[src/rtl/cs_dma_pkg.sv]
package cs_dma_pkg;
   typedef enum logic [1:0] {
      ST_IDLE = 2'd0,
      ST_WAIT = 2'd1,
      ST_REQ  = 2'd2,
      ST_XFER = 2'd3
   } dma_state_e;

   localparam logic [1:0] SEL_DEV  = 2'd0;
   localparam logic [1:0] SEL_ADDR = 2'd1;
   localparam logic [1:0] SEL_CNT  = 2'd2;
   localparam logic [1:0] SEL_CTRL = 2'd3;

   localparam int CTRL_GO_BIT  = 0;
   localparam int CTRL_CLR_BIT = 1;

   typedef struct packed {
      logic go;
      logic clr;
      logic ld_addr;
      logic ld_cnt;
   } cfg_cmd_t;
endpackage

[src/rtl/cs_dma_cfg.sv]
module cs_dma_cfg
   import cs_dma_pkg::*;
#(
   parameter int DATA_W = 16,
   parameter int ADDR_W = 16,
   parameter int CNT_W  = 12,
   parameter int DEV_W  = 8
) (
   input  logic              clk,
   input  logic              rst_n,
   input  logic              cfg_wr,
   input  logic [1:0]        cfg_sel,
   input  logic [DATA_W-1:0] cfg_wdata,
   input  logic              cfg_dir_rd,
   input  logic              cfg_dir_wr,
   input  logic              idle,
   output cfg_cmd_t          cmd,
   output logic [ADDR_W-1:0] addr_val,
   output logic [CNT_W-1:0]  cnt_val,
   output logic [DEV_W-1:0]  dev_addr,
   output logic              to_mem
);
   logic wr_ok;
   logic dir_ok;
   logic [DEV_W-1:0] dev_val;

   generate
      if (DATA_W < ADDR_W) begin : g_chk_addr
         $error("cs_dma_cfg: DATA_W must cover ADDR_W");
      end
      if (DATA_W < CNT_W) begin : g_chk_cnt
         $error("cs_dma_cfg: DATA_W must cover CNT_W");
      end
      if (DATA_W < DEV_W) begin : g_chk_dev
         $error("cs_dma_cfg: DATA_W must cover DEV_W");
      end
      if (DATA_W < 2) begin : g_chk_ctrl
         $error("cs_dma_cfg: control bits need DATA_W >= 2");
      end
   endgenerate

   assign addr_val = cfg_wdata[ADDR_W-1:0];
   assign cnt_val  = cfg_wdata[CNT_W-1:0];
   assign dev_val  = cfg_wdata[DEV_W-1:0];

   assign wr_ok  = cfg_wr && idle;
   assign dir_ok = cfg_dir_rd ^ cfg_dir_wr;

   always_comb begin
      cmd.ld_addr = wr_ok && (cfg_sel == SEL_ADDR);
      cmd.ld_cnt  = wr_ok && (cfg_sel == SEL_CNT);
      cmd.go      = wr_ok && (cfg_sel == SEL_CTRL) && cfg_wdata[CTRL_GO_BIT] && dir_ok;
      cmd.clr     = wr_ok && (cfg_sel == SEL_CTRL) && cfg_wdata[CTRL_CLR_BIT];
   end

   always_ff @(posedge clk) begin
      if (!rst_n) begin
         dev_addr <= '0;
         to_mem   <= 1'b0;
      end else begin
         if (wr_ok && (cfg_sel == SEL_DEV)) begin
            dev_addr <= dev_val;
         end
         if (cmd.go) begin
            to_mem <= cfg_dir_wr;
         end
      end
   end
endmodule

[src/rtl/cs_dma_ptr.sv]
module cs_dma_ptr #(
   parameter int ADDR_W = 16,
   parameter int CNT_W  = 12
) (
   input  logic              clk,
   input  logic              rst_n,
   input  logic              ld_addr,
   input  logic              ld_cnt,
   input  logic [ADDR_W-1:0] addr_val,
   input  logic [CNT_W-1:0]  cnt_val,
   input  logic              step,
   output logic [ADDR_W-1:0] addr,
   output logic              cnt_zero,
   output logic              cnt_last
);
   localparam logic [ADDR_W-1:0] ADDR_ONE = {{(ADDR_W-1){1'b0}}, 1'b1};
   localparam logic [CNT_W-1:0]  CNT_ONE  = {{(CNT_W-1){1'b0}}, 1'b1};

   logic [CNT_W-1:0] cnt;

   always_ff @(posedge clk) begin
      if (!rst_n) begin
         addr <= '0;
         cnt  <= '0;
      end else begin
         if (ld_addr) begin
            addr <= addr_val;
         end else if (step) begin
            addr <= addr + ADDR_ONE;
         end
         if (ld_cnt) begin
            cnt <= cnt_val;
         end else if (step) begin
            cnt <= cnt - CNT_ONE;
         end
      end
   end

   assign cnt_zero = (cnt == '0);
   assign cnt_last = (cnt == CNT_ONE);
endmodule

[src/rtl/cs_dma_fsm.sv]
module cs_dma_fsm
   import cs_dma_pkg::*;
(
   input  logic       clk,
   input  logic       rst_n,
   input  logic       go,
   input  logic       clr,
   input  logic       cnt_zero,
   input  logic       cnt_last,
   input  logic       dev_req,
   input  logic       bus_gnt,
   output dma_state_e state,
   output logic       irq,
   output logic       step
);
   dma_state_e state_nx;
   logic       irq_set;

   assign step    = (state == ST_XFER);
   assign irq_set = (step && cnt_last) || (go && cnt_zero);

   always_comb begin
      state_nx = state;
      unique case (state)
         ST_IDLE: if (go && !cnt_zero) state_nx = ST_WAIT;
         ST_WAIT: if (dev_req)         state_nx = ST_REQ;
         ST_REQ:  if (bus_gnt)         state_nx = ST_XFER;
         ST_XFER: state_nx = cnt_last ? ST_IDLE : ST_WAIT;
         default: state_nx = ST_IDLE;
      endcase
   end

   always_ff @(posedge clk) begin
      if (!rst_n) begin
         state <= ST_IDLE;
         irq   <= 1'b0;
      end else begin
         state <= state_nx;
         if (irq_set) begin
            irq <= 1'b1;
         end else if (go || clr) begin
            irq <= 1'b0;
         end
      end
   end
endmodule

[src/rtl/cs_dma_ctrl.sv]
module cs_dma_ctrl
   import cs_dma_pkg::*;
#(
   parameter int DATA_W    = 16,
   parameter int ADDR_W    = 16,
   parameter int CNT_W     = 12,
   parameter int DEV_W     = 8,
   parameter bit QUIET_BUS = 1'b1
) (
   input  logic              clk,
   input  logic              rst_n,
   input  logic              cfg_wr,
   input  logic [1:0]        cfg_sel,
   input  logic [DATA_W-1:0] cfg_wdata,
   input  logic              cfg_dir_rd,
   input  logic              cfg_dir_wr,
   output logic              busy,
   output logic              irq,
   output logic              bus_req,
   input  logic              bus_gnt,
   output logic              mem_cyc,
   output logic              mem_we,
   output logic [ADDR_W-1:0] mem_addr,
   output logic [DATA_W-1:0] mem_wdata,
   input  logic [DATA_W-1:0] mem_rdata,
   output logic [DEV_W-1:0]  dev_addr,
   input  logic              dev_req,
   output logic              dev_ack,
   output logic [DATA_W-1:0] dev_wdata,
   input  logic [DATA_W-1:0] dev_rdata
);
   cfg_cmd_t          cmd;
   logic [ADDR_W-1:0] addr_val;
   logic [CNT_W-1:0]  cnt_val;
   logic [ADDR_W-1:0] ptr_addr;
   logic              to_mem;
   logic              cnt_zero;
   logic              cnt_last;
   logic              step;
   dma_state_e        state;

   generate
      if (CNT_W < 1 || ADDR_W < 1 || DEV_W < 1) begin : g_chk_w
         $error("cs_dma_ctrl: widths must be positive");
      end
   endgenerate

   cs_dma_cfg #(
      .DATA_W(DATA_W), .ADDR_W(ADDR_W), .CNT_W(CNT_W), .DEV_W(DEV_W)
   ) u_cfg (
      .clk(clk), .rst_n(rst_n), .cfg_wr(cfg_wr), .cfg_sel(cfg_sel),
      .cfg_wdata(cfg_wdata), .cfg_dir_rd(cfg_dir_rd), .cfg_dir_wr(cfg_dir_wr),
      .idle(!busy), .cmd(cmd), .addr_val(addr_val), .cnt_val(cnt_val),
      .dev_addr(dev_addr), .to_mem(to_mem)
   );

   cs_dma_ptr #(.ADDR_W(ADDR_W), .CNT_W(CNT_W)) u_ptr (
      .clk(clk), .rst_n(rst_n), .ld_addr(cmd.ld_addr), .ld_cnt(cmd.ld_cnt),
      .addr_val(addr_val), .cnt_val(cnt_val), .step(step),
      .addr(ptr_addr), .cnt_zero(cnt_zero), .cnt_last(cnt_last)
   );

   cs_dma_fsm u_fsm (
      .clk(clk), .rst_n(rst_n), .go(cmd.go), .clr(cmd.clr),
      .cnt_zero(cnt_zero), .cnt_last(cnt_last), .dev_req(dev_req),
      .bus_gnt(bus_gnt), .state(state), .irq(irq), .step(step)
   );

   assign busy    = (state != ST_IDLE);
   assign bus_req = (state == ST_REQ) || (state == ST_XFER);
   assign mem_cyc = step;
   assign dev_ack = step;
   assign mem_we  = step && to_mem;

   generate
      if (QUIET_BUS) begin : g_quiet
         assign mem_addr  = step ? ptr_addr : '0;
         assign mem_wdata = (step && to_mem) ? dev_rdata : '0;
         assign dev_wdata = (step && !to_mem) ? mem_rdata : '0;
      end else begin : g_open
         assign mem_addr  = ptr_addr;
         assign mem_wdata = dev_rdata;
         assign dev_wdata = mem_rdata;
      end
   endgenerate
endmodule

[config.mk]
export PLATFORM = sky130hd
export DESIGN_NAME = cs_dma_ctrl
export DESIGN_NICKNAME = d
export VERILOG_FILES = /design/src/rtl/cs_dma_pkg.sv /design/src/rtl/cs_dma_cfg.sv /design/src/rtl/cs_dma_ptr.sv /design/src/rtl/cs_dma_fsm.sv /design/src/rtl/cs_dma_ctrl.sv
export SDC_FILE = /design/constraint.sdc
export NUM_CORES = 1
export LEC_CHECK = 0
export BUFFER_PORTS_ARGS = -buffer_cell sky130_fd_sc_hd__buf_4
export CAP_MARGIN = 20
export CORE_MARGIN = 3
export CORE_UTILIZATION = 35
export CTS_CLUSTER_SIZE = 20
export DETAILED_ROUTE_END_ITERATION = 7
export SLEW_MARGIN = 5
export SYNTH_ARGS = -nofsm -noshare
export SYNTH_HDL_FRONTEND = slang
export SYNTH_SLANG_ARGS = --single-unit
[constraint.sdc]
create_clock -name clk -period 2.5 [get_ports clk]
set_input_delay 0.5 -clock clk [delete_from_list [all_inputs] [get_ports clk]]
set_output_delay 0.5 -clock clk [all_outputs]
set_load 0.005 [all_outputs]
# == After elaboration in Yosys (flattened, before gate mapping) ==
# Index checks and enable logic that the tools add are counted.
# Widths: inputs -> output; s select.
# word_totals
wordCells,60
register_bits,40
output_inout_bits,62
# op_classes
reduce_logical,27
eq_ne,10
muxes,14
addsub,2
bitwise_logic,1
# op_table
operator,count
$mux 16,5
$mux 12,2
$add 16x1->16 const B,1
$logic_and 1x1->1,13
$eq 12x1->1 const B,1
$logic_not 12->1,1
$sub 12x1->12 const B,1
$eq 2x2->1 const B,4
$pmux 2 s4,1
$reduce_bool 2->1,4
$mux 2,3
$eq 2x1->1 const B,2
$logic_not 2->1,2
$ne 2x2->1 const B,2
$logic_not 1->1,3
$logic_or 1x1->1,3
$mux 1,3
$reduce_and 3->1,1
$ne 2x1->1 const B,1
$xor 1x1->1,1

# == Logic depth before layout (Yosys ltp) ==
# logic_depth
word_depth,9
mapped_depth,7

# == Hierarchy ==
# Synthesis repeated with hierarchy kept, for this count alone.
# hier_totals
hier_cells,348
hier_area_um2,2901.5
# by_module_without_submodules
module,cells_per_inst,seq_area_each_um2,n_inst,area_each_um2
cs_dma_ptr,185,560.5,1,1581.5
cs_dma_cfg,78,180.2,1,683.2
cs_dma_ctrl,61,0.0,1,420.4
cs_dma_fsm,24,60.1,1,216.5

# == Worst setup path after synthesis ==
# No wires, ideal clock.
# synth_timing
path_type,reg-to-output
from,register u_fsm.state[0]
to,output port dev_wdata[10]
path_stages_with_launch,6
arrival_ns,1.388
setup_slack_ns,0.612
n_path_buf,2
cell_sequence,dfxtp_1 > ha_1 > buf_4 > nor2b_1 > clkbuf_1 > and2_1
# synth_via
elab_chain_cells,3
# synth_rtl
element,line_no,source
from (decl),cs_dma_fsm.sv:12,"output dma_state_e state,"
from (signal assigned),cs_dma_fsm.sv:38,state <= state_nx;
$eq 2x2->1,cs_dma_fsm.sv:19,assign step = (state == ST_XFER);
net dev_ack,cs_dma_ctrl.sv:28,"output logic dev_ack,"
$logic_and 1x1->1,cs_dma_ctrl.sv:79,assign dev_wdata = (step && !to_mem) ? mem_rdata : '0;
$mux 16,cs_dma_ctrl.sv:79,
to (decl),cs_dma_ctrl.sv:29,"output logic [DATA_W-1:0] dev_wdata,"
# The timed path passes the listed nets, and every way through them passes these cells.

# == Final worst setup path ==
# layout_timing
from,register u_fsm.state[1]
to,output port dev_wdata[14]
# layout_via
elab_chain_cells,3
# layout_rtl
element,line_no
$eq 2x2->1,cs_dma_fsm.sv:19
$logic_and 1x1->1,cs_dma_ctrl.sv:79
$mux 16,cs_dma_ctrl.sv:79
# No other way between the ends.

==> out/summary.txt <==
Initial Util = 0.369
slowest library cell on the worst path = nor2b_2
Worst Max-Slew Pin Slew = 0.497 ns
Synth Register Bits = 40
layout cells sized above 1 = 0.348
fin crit period = 2.23 ns
maximum VDD drop = 276 µV
top-area cell type share of the netlist area = 0.314
row cnt = 30
Worst Setup Start Kind = register
PortBufs = 118
WHS Path Cells = 3
Slowest Stage Delay on Critical Path = 0.43 ns
mean routed wirelength per cell = 13.6 µm
Net Count, Synth = 372
largest net degree at the start of global routing = 48
RSZ-0062 raised after global routing = no
HPWL after DPL = 5370 µm
setup ws final = 0.270 ns
Leak Pwr = 1.60 nW
Starting DRT DRC Count = 67
Vert. Die Dim = 91.3 µm
synthesized area per cell = 8.32 µm²
H-tree level count = 2
Bufs and invs on worst path = 1
Mapped Cells = 306
Root Driver = clkbuf_8
Core Area = 0.00691 mm²
R2R Path Start = u_fsm.state[1]
Synth area leader = dfxtp_1
Setup Fix Bufs, Post-CTS = 0
Worst Skew = 0.0115 ns
Top Ports = 119
Largest delay share family, worst path = simple AND/OR/NAND/NOR gates
DR vias/cell = 4.82
Post-synth EDFFs = 0
dpl ws = 0.385 ns
grt ovf = 0
Seq/Total Area, Yosys = 0.314
number of buffers created by CTS = 5
GRT Overall Usage = 0.167
setup tns final = 0 ns
critical path required time = 2.00 ns
reg-to-reg endpoint = u_ptr.addr[13]
Cell variety after synth = 47
CP cell instances = ha_1, nor2b_2, and2_1, buf_4
WP data arrival = 1.73 ns
hold_ws = 0.461 ns
number of global-route vias before repair = 2375
commonest non-fill, non-tap cell in the layout = buf_4
Antenna Violating Nets Remaining = 0
Hold Startpoint = cfg_wdata[2]
cts-stage hold buffer count = 0
synth top area cells = dfxtp_1 (31%), and2_1 (8.1%), mux2i_1 (4.7%)
Crit Path Category = register to primary output
yosys warns = 0
Syn Std Cell Area = 0.00255 mm²
final worst-path cycle share = 0.892
worst skew pair latency = 0.30 ns
Max Freq = 448 MHz
Pwr Total = 1.56 mW
Finish-stage setup viols = 0
area grow syn2layout = 41.6%
Hold Path End = u_cfg.dev_addr[2]
via count = 2489
# DRC = 0
Max Cap Viol = 0
crit path max fanout = 16
Worst Reg2Reg Path Length in Cells = 6
asr flop ratio synth = 0
final hold viol count = 0
run status = finished clean
critical path endpoint category = primary output
die area = 0.00833 mm²
ant diodes = 0
Sink Count = 40
Die Width = 91.3 µm
Detailed Route WL = 7040 µm
nets = 485
most frequent cells in the layout = buf_4 (122), dfxtp_1 (40), and2_1 (33)
Hold Crit Class = input pin to register
R2R setup slack = 0.56 ns
clk buf depth = 2
clock slew at reported path FFs = 0.08 ns
top_reg_cell synth = dfxtp_1
Final Max Tran Viols = 0
first-pass GRT wire length = 11500 µm
PwrDens = 433 mW/mm²
1st-pass router iterations = 5
Slew HR = 0.668
RD Place Congestion = 0.789
TritonCTS clock tree = built
initial antenna violation count = 0
## state kept, by name (all words and copies together) (netlist names)
register	count
u_ptr.addr	16
u_ptr.cnt	12
u_cfg.dev_addr	8
u_fsm.state	2
u_cfg.to_mem	1
u_fsm.irq	1
## repair_timing
item | 4_1_cts | 5_1_grt
endpoints found under the setup margin | 0 | 16
gates resized for setup | 0 | 1
hold endpoints to repair | 0 | 0
## worst register-to-register path, stage by stage, from the launching register on
cell     delay [ns]
dfxtp_1        0.39
ha_1           0.30
buf_12         0.24
and4_4         0.30
nand3_4        0.08
or4_1          0.40
a31oi_1        0.16
## kinds of logic (layout without fill, tap and decap cells)
logic type,after synthesis,after routing,share of synthesized area
buffers and inverters,27,141,0.0531
XOR/XNOR,23,23,0.0821
AO/OA/AOI/OAI,53,53,0.133
AND/OR/NAND/NOR,142,142,0.326
adder cells (fa/ha/maj),9,9,0.0442
multiplexers,12,12,0.0472
flip-flops,40,40,0.314
## per-layer routing
metal,part of all wire,up-vias,track usage
li1,-,1303,-
met1,0.49,1092,0.228
met2,0.44,82,0.260
met3,0.061,12,0.0398
met4,0.016,0,0.0528
met5,0,-,0
## stage by stage
step,util,instance area (µm²),cells
floorplan,-,2550,306
detailed placement,0.507,3500,508
finish,0.522,3600,516
global route,0.522,3600,516
CTS,0.522,3600,516
global placement,0.507,3500,508
## cell usage after synthesis, types with 2 or more instances
library cell,number
and3_1,18
xnor2_1,10
a211oi_1,14
a21oi_1,11
nor2_1,32
o21ai_0,15
mux2i_1,12
and2_1,33
buf_4,2
nand4b_1,3
nand4_1,10
inv_1,9
xor2_1,12
nand3_1,8
dfxtp_1,40
buf_6,2
a31oi_1,5
ha_1,9
clkbuf_1,10
and4_1,2
nor3_1,7
nand2_1,14
a31o_2,3
nor2b_1,2
## power breakdown
| part | internal (mW) | total, mW | switching, mW |
|---|---|---|---|
| combinational | 0.187 | 0.355 | 0.169 |
| clock | 0.224 | 0.463 | 0.240 |
| sequential | 0.686 | 0.743 | 0.0572 |
| total | 1.10 | 1.56 | 0.466 |
## worst max path at each step
stage                         from             to  slack (ns)  cells after the start
finish              u_fsm.state[1]  dev_wdata[14]        0.27                      4
floorplan           u_fsm.state[0]  dev_wdata[10]        0.61                      5
CTS                 u_fsm.state[1]  dev_wdata[14]        0.05                      4
global route        u_fsm.state[1]   dev_wdata[1]        0.11                      4
detailed placement  u_fsm.state[1]  dev_wdata[14]        0.38                      4
global placement    u_fsm.state[0]  dev_wdata[13]        0.52                      4
## final cells by class
type                    instances  area [µm²]
clock buffers                   6        82.6
clock inverters                 2        15.0
fillers                       678        3300
inverters                      10        37.5
multi-input cells             239        1610
flip-flops and latches         40         801
well taps                      96         120
repair buffers                123         936
(Power assumes the default switching activity.)
